`src/rtl/lwx_pkg.sv`:
```
package lwx_pkg;

   localparam int WORD_W = 64;
   localparam int ROW_W  = 6;

   // raw bit index feeding truth-table row r
   function automatic int row_src(input int r);
      int a1, a2, a3, a4, grp, base;
      a1  = r & 1;
      a2  = (r >> 1) & 1;
      a3  = (r >> 2) & 1;
      a4  = (r >> 3) & 1;
      grp = (r >> 4) & 3;
      if (a4 == 0) base = (a1 == 1) ? 47 : 63;
      else         base = (a1 == 1) ? 31 : 15;
      return base - a2 - 2 * a3 - 4 * grp;
   endfunction

endpackage

```
`src/rtl/lwx_gather.sv`:
```
module lwx_gather #(
   parameter int IDX_W       = 20,
   parameter int STRIDE      = 404,
   parameter int PIECES      = 4,
   parameter int PIECE_BYTES = 2,
   parameter int SLOT_BYTES  = 2,
   parameter bit SWAP_ORDER  = 1'b1
) (
   input  logic                      clk,
   input  logic                      rst_n,
   input  logic                      start,
   input  logic [IDX_W-1:0]          slice_base,
   input  logic [1:0]                lut_sel,
   input  logic                      in_valid,
   input  logic [7:0]                in_byte,
   input  logic [IDX_W-1:0]          in_idx,
   input  logic                      in_last,
   output logic                      busy,
   output logic [lwx_pkg::WORD_W-1:0] raw_full,
   output logic                      fin,
   output logic                      err
);
   import lwx_pkg::*;

   localparam int NBYTES = PIECES * PIECE_BYTES;
   localparam int CW     = (NBYTES > 1) ? $clog2(NBYTES) : 1;
   localparam int PW     = (PIECE_BYTES > 1) ? $clog2(PIECE_BYTES) : 1;
   localparam logic [IDX_W-1:0] JUMP = IDX_W'(STRIDE - (PIECE_BYTES - 1));

   if (NBYTES * 8 != WORD_W) begin : g_bad_size
      $error("pieces times piece bytes must cover exactly one 64-bit word");
   end
   if (STRIDE < PIECE_BYTES) begin : g_bad_stride
      $error("stride must not be shorter than a piece");
   end

   logic [1:0] slot;
   if (SWAP_ORDER) begin : g_pair_swap
      assign slot = {lut_sel[1], ~lut_sel[0]};
   end else begin : g_linear
      assign slot = lut_sel;
   end

   logic              busy_q;
   logic [IDX_W-1:0]  nxt_q;
   logic [CW-1:0]     cnt_q;
   logic [PW-1:0]     bpos_q;
   logic [WORD_W-1:0] raw_q;
   logic              hit;

   assign hit  = busy_q && in_valid && (in_idx == nxt_q);
   assign fin  = hit && (cnt_q == CW'(NBYTES - 1));
   assign err  = busy_q && in_valid && in_last && !fin;
   assign busy = busy_q;

   always_comb begin
      raw_full = raw_q;
      if (hit) raw_full[WORD_W - 1 - 8 * int'(cnt_q) -: 8] = in_byte;
   end

   always_ff @(posedge clk) begin
      if (!rst_n) begin
         busy_q <= 1'b0;
         nxt_q  <= '0;
         cnt_q  <= '0;
         bpos_q <= '0;
         raw_q  <= '0;
      end else if (!busy_q) begin
         if (start) begin
            busy_q <= 1'b1;
            nxt_q  <= slice_base + IDX_W'(slot) * IDX_W'(SLOT_BYTES);
            cnt_q  <= '0;
            bpos_q <= '0;
            raw_q  <= '0;
         end
      end else begin
         if (hit) begin
            raw_q <= raw_full;
            cnt_q <= cnt_q + CW'(1);
            if (bpos_q == PW'(PIECE_BYTES - 1)) begin
               bpos_q <= '0;
               nxt_q  <= nxt_q + JUMP;
            end else begin
               bpos_q <= bpos_q + PW'(1);
               nxt_q  <= nxt_q + IDX_W'(1);
            end
         end
         if (fin || err) busy_q <= 1'b0;
      end
   end


   idle_no_capture_chk: assert property (@(posedge clk) disable iff (!rst_n)
      !busy_q |=> (raw_q == $past(raw_q)) || busy_q);

endmodule

```
`src/rtl/lwx_permute.sv`:
```
module lwx_permute (
   input  logic [lwx_pkg::WORD_W-1:0] raw,
   output logic [lwx_pkg::WORD_W-1:0] table_word
);
   import lwx_pkg::*;

   for (genvar r = 0; r < WORD_W; r++) begin : g_row
      localparam int SRC = row_src(r);
      assign table_word[WORD_W - 1 - r] = raw[SRC];
   end

endmodule

```
`src/rtl/lwx_eval.sv`:
```
module lwx_eval (
   input  logic [lwx_pkg::WORD_W-1:0] table_word,
   input  logic [lwx_pkg::ROW_W-1:0]  a,
   output logic                       o6,
   output logic                       o5
);
   import lwx_pkg::*;

   logic [ROW_W-1:0] pos6, pos5;

   // row r lives at bit 63-r, which is the bitwise inverse of r
   assign pos6 = ~a;
   assign pos5 = ~{1'b0, a[ROW_W-2:0]};
   assign o6   = table_word[pos6];
   assign o5   = table_word[pos5];

endmodule

```
`src/rtl/lut_word_extract.sv`:
```
module lut_word_extract #(
   parameter int IDX_W       = 20,
   parameter int STRIDE      = 404,
   parameter int PIECES      = 4,
   parameter int PIECE_BYTES = 2,
   parameter int SLOT_BYTES  = 2,
   parameter bit SWAP_ORDER  = 1'b1
) (
   input  logic             clk,
   input  logic             rst_n,
   input  logic             start,
   input  logic [IDX_W-1:0] slice_base,
   input  logic [1:0]       lut_sel,
   input  logic             in_valid,
   input  logic [7:0]       in_byte,
   input  logic [IDX_W-1:0] in_idx,
   input  logic             in_last,
   output logic             busy,
   output logic             done,
   output logic             incomplete,
   output logic [63:0]      word_out,
   output logic             two_out,
   input  logic [5:0]       eval_a,
   output logic             eval_o6,
   output logic             eval_o5
);
   import lwx_pkg::*;

   localparam int HALF = WORD_W / 2;

   logic [WORD_W-1:0] raw_full, perm_next, word_q;
   logic              fin, err, done_q, err_q, two_q;

   lwx_gather #(
      .IDX_W(IDX_W), .STRIDE(STRIDE), .PIECES(PIECES),
      .PIECE_BYTES(PIECE_BYTES), .SLOT_BYTES(SLOT_BYTES), .SWAP_ORDER(SWAP_ORDER)
   ) u_gather (
      .clk(clk), .rst_n(rst_n), .start(start), .slice_base(slice_base),
      .lut_sel(lut_sel), .in_valid(in_valid), .in_byte(in_byte),
      .in_idx(in_idx), .in_last(in_last), .busy(busy),
      .raw_full(raw_full), .fin(fin), .err(err)
   );

   lwx_permute u_perm (.raw(raw_full), .table_word(perm_next));

   always_ff @(posedge clk) begin
      if (!rst_n) begin
         done_q <= 1'b0;
         err_q  <= 1'b0;
         word_q <= '0;
         two_q  <= 1'b0;
      end else begin
         done_q <= fin;
         err_q  <= err;
         if (fin) begin
            word_q <= perm_next;
            two_q  <= (perm_next[WORD_W-1:HALF] != perm_next[HALF-1:0]);
         end
      end
   end

   lwx_eval u_eval (.table_word(word_q), .a(eval_a), .o6(eval_o6), .o5(eval_o5));

   assign done       = done_q;
   assign incomplete = err_q;
   assign word_out   = word_q;
   assign two_out    = two_q;


   done_err_excl_chk: assert property (@(posedge clk) disable iff (!rst_n)
      !(done && incomplete));


   done_after_busy_chk: assert property (@(posedge clk) disable iff (!rst_n)
      done |-> ($past(busy) && !busy));


   done_pulse_chk: assert property (@(posedge clk) disable iff (!rst_n)
      done |=> !done);


   start_busy_chk: assert property (@(posedge clk) disable iff (!rst_n)
      (start && !busy) |=> busy);


   word_hold_chk: assert property (@(posedge clk) disable iff (!rst_n)
      !done |-> $stable(word_out));


   single_eval_chk: assert property (@(posedge clk) disable iff (!rst_n)
      !two_out |-> (eval_o6 == eval_o5));

endmodule

```
`config.mk`:
```
export PLATFORM = sky130hd
export DESIGN_NAME = lut_word_extract
export DESIGN_NICKNAME = d
export VERILOG_FILES = /design/src/rtl/lwx_pkg.sv /design/src/rtl/lwx_gather.sv /design/src/rtl/lwx_permute.sv /design/src/rtl/lwx_eval.sv /design/src/rtl/lut_word_extract.sv
export SDC_FILE = /design/constraint.sdc
export NUM_CORES = 1
export LEC_CHECK = 0
export ABC_AREA = 1
export BUFFER_PORTS_ARGS = -buffer_cell sky130_fd_sc_hd__buf_4
export CORE_MARGIN = 4
export CORE_UTILIZATION = 43
export CTS_CLUSTER_SIZE = 40
export DETAILED_ROUTE_END_ITERATION = 7
export PLACE_DENSITY_LB_ADDON = 0.12
export SYNTH_ARGS = -nofsm -noshare
export SYNTH_HDL_FRONTEND = slang
export SYNTH_SLANG_ARGS = --single-unit
```
`constraint.sdc`:
```
create_clock -name clk -period 7 [get_ports clk]
set_input_delay 0.35 -clock clk [delete_from_list [all_inputs] [get_ports clk]]
set_output_delay 0.35 -clock clk [all_outputs]
set_load 0.02 [all_outputs]
```
==> metrics.txt <==
# TYPE chip_impl_metric gauge
chip_impl_metric{name="cell_internal_pwr",unit="W"} 0.00146
chip_impl_metric{name="ys_types",unit=""} 41
chip_impl_metric{name="period_utilisation_layout",unit=""} 0.615
chip_impl_metric{name="switching_share",unit=""} 0.301
chip_impl_metric{name="maxClockFrequency",unit="MHz"} 232
chip_impl_metric{name="worst_hold_path.num_cells",unit=""} 3
chip_impl_metric{name="design.die.area",unit="mm²"} 0.0247
chip_impl_metric{name="h-tree-depth",unit=""} 4
chip_impl_metric{name="worst_slew_margin_relative_to_its_limit",unit=""} 0.192
chip_impl_metric{name="syn_nets",unit=""} 1664
chip_impl_metric{name="synth_async_sr_flop_share",unit=""} 0
chip_impl_metric{name="met1_length",unit="µm"} 16300
chip_impl_metric{name="critical_path.n_buffers_inverters",unit=""} 4
chip_impl_metric{name="ctsResizeCount",unit=""} 0
chip_impl_metric{name="globalRouteTotalUtil",unit=""} 0.269
chip_impl_info{name="worst_path_max_delay_cell",value="nor2_2"} 1
chip_impl_metric{name="worst_skew_pair.late_latency",unit="ns"} 0.43
chip_impl_metric{name="antenna_left",unit=""} 0
chip_impl_metric{name="floorplan.rows",unit=""} 54
chip_impl_metric{name="grt_max_degree",unit=""} 65
chip_impl_metric{name="vdd.ir_drop.worst",unit="mV"} 0.153
chip_impl_metric{name="clock_sinks",unit=""} 156
chip_impl_info{name="regToRegEndpoint",value="u_gather.raw_q[37]$_SDFFE_PN0P_"} 1
chip_impl_metric{name="finalNetCount",unit=""} 1737
chip_impl_metric{name="routed_via_density",unit=""} 5.44
chip_impl_metric{name="detailroute.wirelength.met3",unit="µm"} 3170
chip_impl_info{name="worstPathCellList",value="xnor2_1, nand2_1, nor2_2, nand3_4, buf_4, nand2_1, buf_4, inv_2, buf_4, nand2_1, a21oi_1"} 1
chip_impl_metric{name="wl_met2",unit="µm"} 13600
chip_impl_info{name="r2r-start",value="u_gather.nxt_q[2]$_SDFFE_PN0P_"} 1
chip_impl_metric{name="synth-edff-count",unit=""} 0
chip_impl_info{name="worst_setup_path_start_kind",value="flop"} 1
chip_impl_metric{name="io-pin-count",unit=""} 131
chip_impl_metric{name="max_cap_viol_count",unit=""} 0
chip_impl_metric{name="finClkSkew",unit="ns"} 0.00901
chip_impl_metric{name="detailed_place_hpwl",unit="µm"} 24800
chip_impl_metric{name="muxShareOfSynthArea",unit=""} 0
chip_impl_metric{name="finalHoldViolCount",unit=""} 0
chip_impl_metric{name="share_seq_of_total_power",unit=""} 0.439
chip_impl_metric{name="final_report_max_slew_violation_count",unit=""} 0
chip_impl_metric{name="worst-endpoint-required",unit="ns"} 7.29
chip_impl_info{name="top_layer_used",value="met4"} 1
chip_impl_info{name="min_delay_worst_endpoint",value="u_gather.nxt_q[0]$_SDFFE_PN0P_"} 1
chip_impl_metric{name="synth-compound-area-share",unit=""} 0.189
chip_impl_metric{name="synth_simple_gate_area_frac",unit=""} 0.353
chip_impl_metric{name="total_switching_power",unit="W"} 0.000629
chip_impl_metric{name="pwr-share-comb",unit=""} 0.111
chip_impl_metric{name="tritoncts.num_buffers",unit=""} 17
chip_impl_metric{name="synth-seq-cells",unit=""} 156
chip_impl_info{name="setup.worst_path.end_class",value="flop"} 1
chip_impl_metric{name="synth-seq-area-share",unit=""} 0.326
chip_impl_metric{name="numPortBuffers",unit=""} 130
chip_impl_metric{name="routed_wirelength",unit="µm"} 33500
chip_impl_metric{name="clock_tree.buffer_depth",unit=""} 2
chip_impl_metric{name="period_needed",unit="ns"} 4.31
chip_impl_metric{name="layout.filler_cells",unit=""} 2344
chip_impl_metric{name="effective_utilization_at_floorplan",unit=""} 0.438
chip_impl_metric{name="core",unit="mm²"} 0.0219
chip_impl_metric{name="finalSetupViolations",unit=""} 0
chip_impl_metric{name="synth.cell_area",unit="mm²"} 0.00958
chip_impl_metric{name="post_synth_inst_count",unit=""} 1589
chip_impl_metric{name="worstPathArrival",unit="ns"} 4.59
chip_impl_info{name="cts_tree",value="yes"} 1
chip_impl_metric{name="global_route_wire_length_before_repair",unit="µm"} 52600
chip_impl_metric{name="die_x",unit="µm"} 157
chip_impl_metric{name="gpl.final_weighted_congestion",unit=""} 0.920
chip_impl_info{name="crit_path_category",value="flop to flop"} 1
chip_impl_info{name="dominant_combinational_cell_family_by_area_after_synthesis",value="simple AND/OR/NAND/NOR gates"} 1
chip_impl_metric{name="ys_warn_count",unit=""} 0
chip_impl_info{name="rsz_0062_raised_after_global_routing",value="false"} 1
chip_impl_metric{name="post_drt_wl_per_cell",unit="µm"} 17.1
chip_impl_metric{name="power_leakage",unit="nW"} 4.97
chip_impl_metric{name="worst-r2r-setup-slack",unit="ns"} 2.69
chip_impl_metric{name="total_power",unit="W"} 0.00209
chip_impl_info{name="hp-start",value="slice_base[0]"} 1
chip_impl_metric{name="hold_buffers",unit=""} 0
chip_impl_metric{name="cts_setup_buffers",unit=""} 0
chip_impl_metric{name="vias",unit=""} 10600
chip_impl_metric{name="post_synthesis_adder_cell_area_fraction",unit=""} 0.0199
chip_impl_metric{name="antenna_found_initial",unit=""} 0
chip_impl_metric{name="detail_route.drc_violations",unit=""} 0
chip_impl_metric{name="drt_pre_antenna_iters",unit=""} 6
chip_impl_metric{name="power_density",unit="mW/mm²"} 186
chip_impl_metric{name="reg2reg_depth",unit=""} 11
chip_impl_info{name="cpLargestDelayFamily",value="simple AND/OR/NAND/NOR gates"} 1
chip_impl_metric{name="setup_tns",unit="ns"} 0
chip_impl_metric{name="clockPowerShare",unit=""} 0.451
chip_impl_metric{name="grt_remaining_overflow",unit=""} 0
chip_impl_metric{name="synthXorXnorAreaFrac",unit=""} 0.0201
chip_impl_metric{name="die_y",unit="µm"} 157
chip_impl_metric{name="syn-mean-instance-area",unit="µm²"} 6.03
chip_impl_metric{name="antenna-diode-count",unit=""} 0
chip_impl_metric{name="drive_above_1_share",unit=""} 0.114
chip_impl_info{name="holdCritPathClass",value="input pin to flop"} 1
chip_impl_metric{name="first_iter_violations",unit=""} 1124
chip_impl_metric{name="cpPeakStageDelay",unit="ns"} 0.85
chip_impl_metric{name="first_global_vias",unit=""} 9278
chip_impl_info{name="root_buffer",value="clkbuf_16"} 1
chip_impl_metric{name="worst_pin_slew",unit="ns"} 1.21
chip_impl_info{name="synth-main-ff-cell",value="dfxtp_1"} 1
chip_impl_metric{name="cts.reportedPaths.clkPinSlew",unit="ns"} 0.07
chip_impl_metric{name="critPathMaxFanout",unit=""} 56
chip_impl_info{name="status",value="finished, final reports clean"} 1
chip_impl_metric{name="area_delta_synth_final",unit="%"} 17.1
-- cell type report --
type,count,area (µm²),area share
multi-input cells,1207,5580,0.498
flip-flops and latches,156,3120,0.278
repair buffers,138,1040,0.0924
inverters,142,534,0.0476
clock buffers,17,425,0.0379
well taps,280,350,0.0312
clock inverters,15,166,0.0148
-- cells by family (layout without fill, tap and decap cells) --
kind of cell | Yosys count | count (layout)
AO/OA/AOI/OAI | 335 | 335
XOR/XNOR | 22 | 22
AND/OR/NAND/NOR | 836 | 836
buffers and inverters | 226 | 312
flip-flops | 156 | 156
adder cells (fa/ha/maj) | 14 | 14
-- state kept, by name (all words and copies together) (netlist names) --
name and flops:
u_gather.raw_q 64, word_out 64, u_gather.nxt_q 20, u_gather.cnt_q 3
done 1, incomplete 1, two_out 1, u_gather.bpos_q 1
u_gather.busy 1
-- metal layers --
layer,global-route usage,vias up
met3,0.0476,37
met2,0.373,467
li1,-,5309
met5,0,-
met4,0.0533,0
met1,0.431,4831
-- layout by cell type (no fill, tap or decap), drive strengths merged, types with 11 or more instances in the layout --
cell type / count
a21oi: 155
buf: 138
clkbuf: 17
dfxtp: 156
ha: 12
inv: 151
nand2: 624
nand3: 56
nand4: 43
nor2: 93
nor3: 11
o21ai: 129
xnor2: 15
-- worst min-delay path, cell delays in order --
cell     delay [ns]
buf_4          0.11
nand2_1        0.08
a31oi_1        0.08
-- how the worst max path moves through the flow --
stage | startpoint | to | slack [ns] | depth (start not counted)
CTS | u_gather.nxt_q[2]$_SDFFE_PN0P_ | u_gather.raw_q[52]$_SDFFE_PN0P_ | 2.75 | 11
global placement | in_idx[2] | u_gather.raw_q[1]$_SDFFE_PN0P_ | 2.80 | 12
detailed placement | in_idx[2] | u_gather.raw_q[52]$_SDFFE_PN0P_ | 2.68 | 12
floorplan | u_gather.cnt_q[0]$_SDFFE_PN0P_ | two_out$_SDFFE_PN0N_ | 4.55 | 18
finish | u_gather.nxt_q[2]$_SDFFE_PN0P_ | u_gather.raw_q[37]$_SDFFE_PN0P_ | 2.69 | 11
global route | u_gather.nxt_q[2]$_SDFFE_PN0P_ | u_gather.raw_q[36]$_SDFFE_PN0P_ | 2.36 | 11
-- power by group through the flow --
stage,Combinational (W),Sequential [W],Clock [W]
floorplan,0.000146,0.000932,0
finish,0.000231,0.000917,0.000943
global placement,0.000227,0.000937,0
CTS,0.000229,0.000916,0.000954
detailed placement,0.000228,0.000937,0
global route,0.000258,0.000919,0.000993
-- through the flow --
stage	worst slack, ns	hold WS, ns	instance area (µm²)	std cells	utilization
3_3_place_gp	2.80	0.463	10600	1923	0.485
4_1_cts	2.75	0.224	11200	1955	0.512
6_report	2.69	0.236	11200	1955	0.512
3_5_place_dp	2.68	0.469	10600	1923	0.485
2_1_floorplan	4.55	0.453	9580	1589	-
5_1_grt	2.36	0.230	11200	1955	0.512
-- synthesized netlist by cell type (2+ instances only) --
cell type | number | area share
nor4_1 | 4 | 0.0026
nand2_1 | 624 | 0.24
inv_1 | 130 | 0.051
xor2_1 | 7 | 0.0064
nand4_1 | 43 | 0.028
a211oi_1 | 7 | 0.0055
o221ai_1 | 6 | 0.0055
a22o_1 | 5 | 0.0046
dfxtp_1 | 156 | 0.33
buf_6 | 2 | 0.0024
nor3_1 | 11 | 0.0057
o21a_1 | 9 | 0.0071
inv_2 | 11 | 0.0043
nor2_2 | 3 | 0.0020
o211ai_1 | 6 | 0.0047
o21ai_1 | 4 | 0.0021
clkbuf_1 | 70 | 0.027
ha_1 | 12 | 0.016
nor2_1 | 89 | 0.035
buf_2 | 11 | 0.0057
nand3_1 | 55 | 0.029
fa_1 | 2 | 0.0042
a31oi_1 | 8 | 0.0052
xnor2_1 | 15 | 0.014
o21ai_0 | 125 | 0.065
o22ai_1 | 4 | 0.0026
or2_2 | 2 | 0.0013
a21oi_1 | 155 | 0.081
Power figures use the tool's default switching activity.
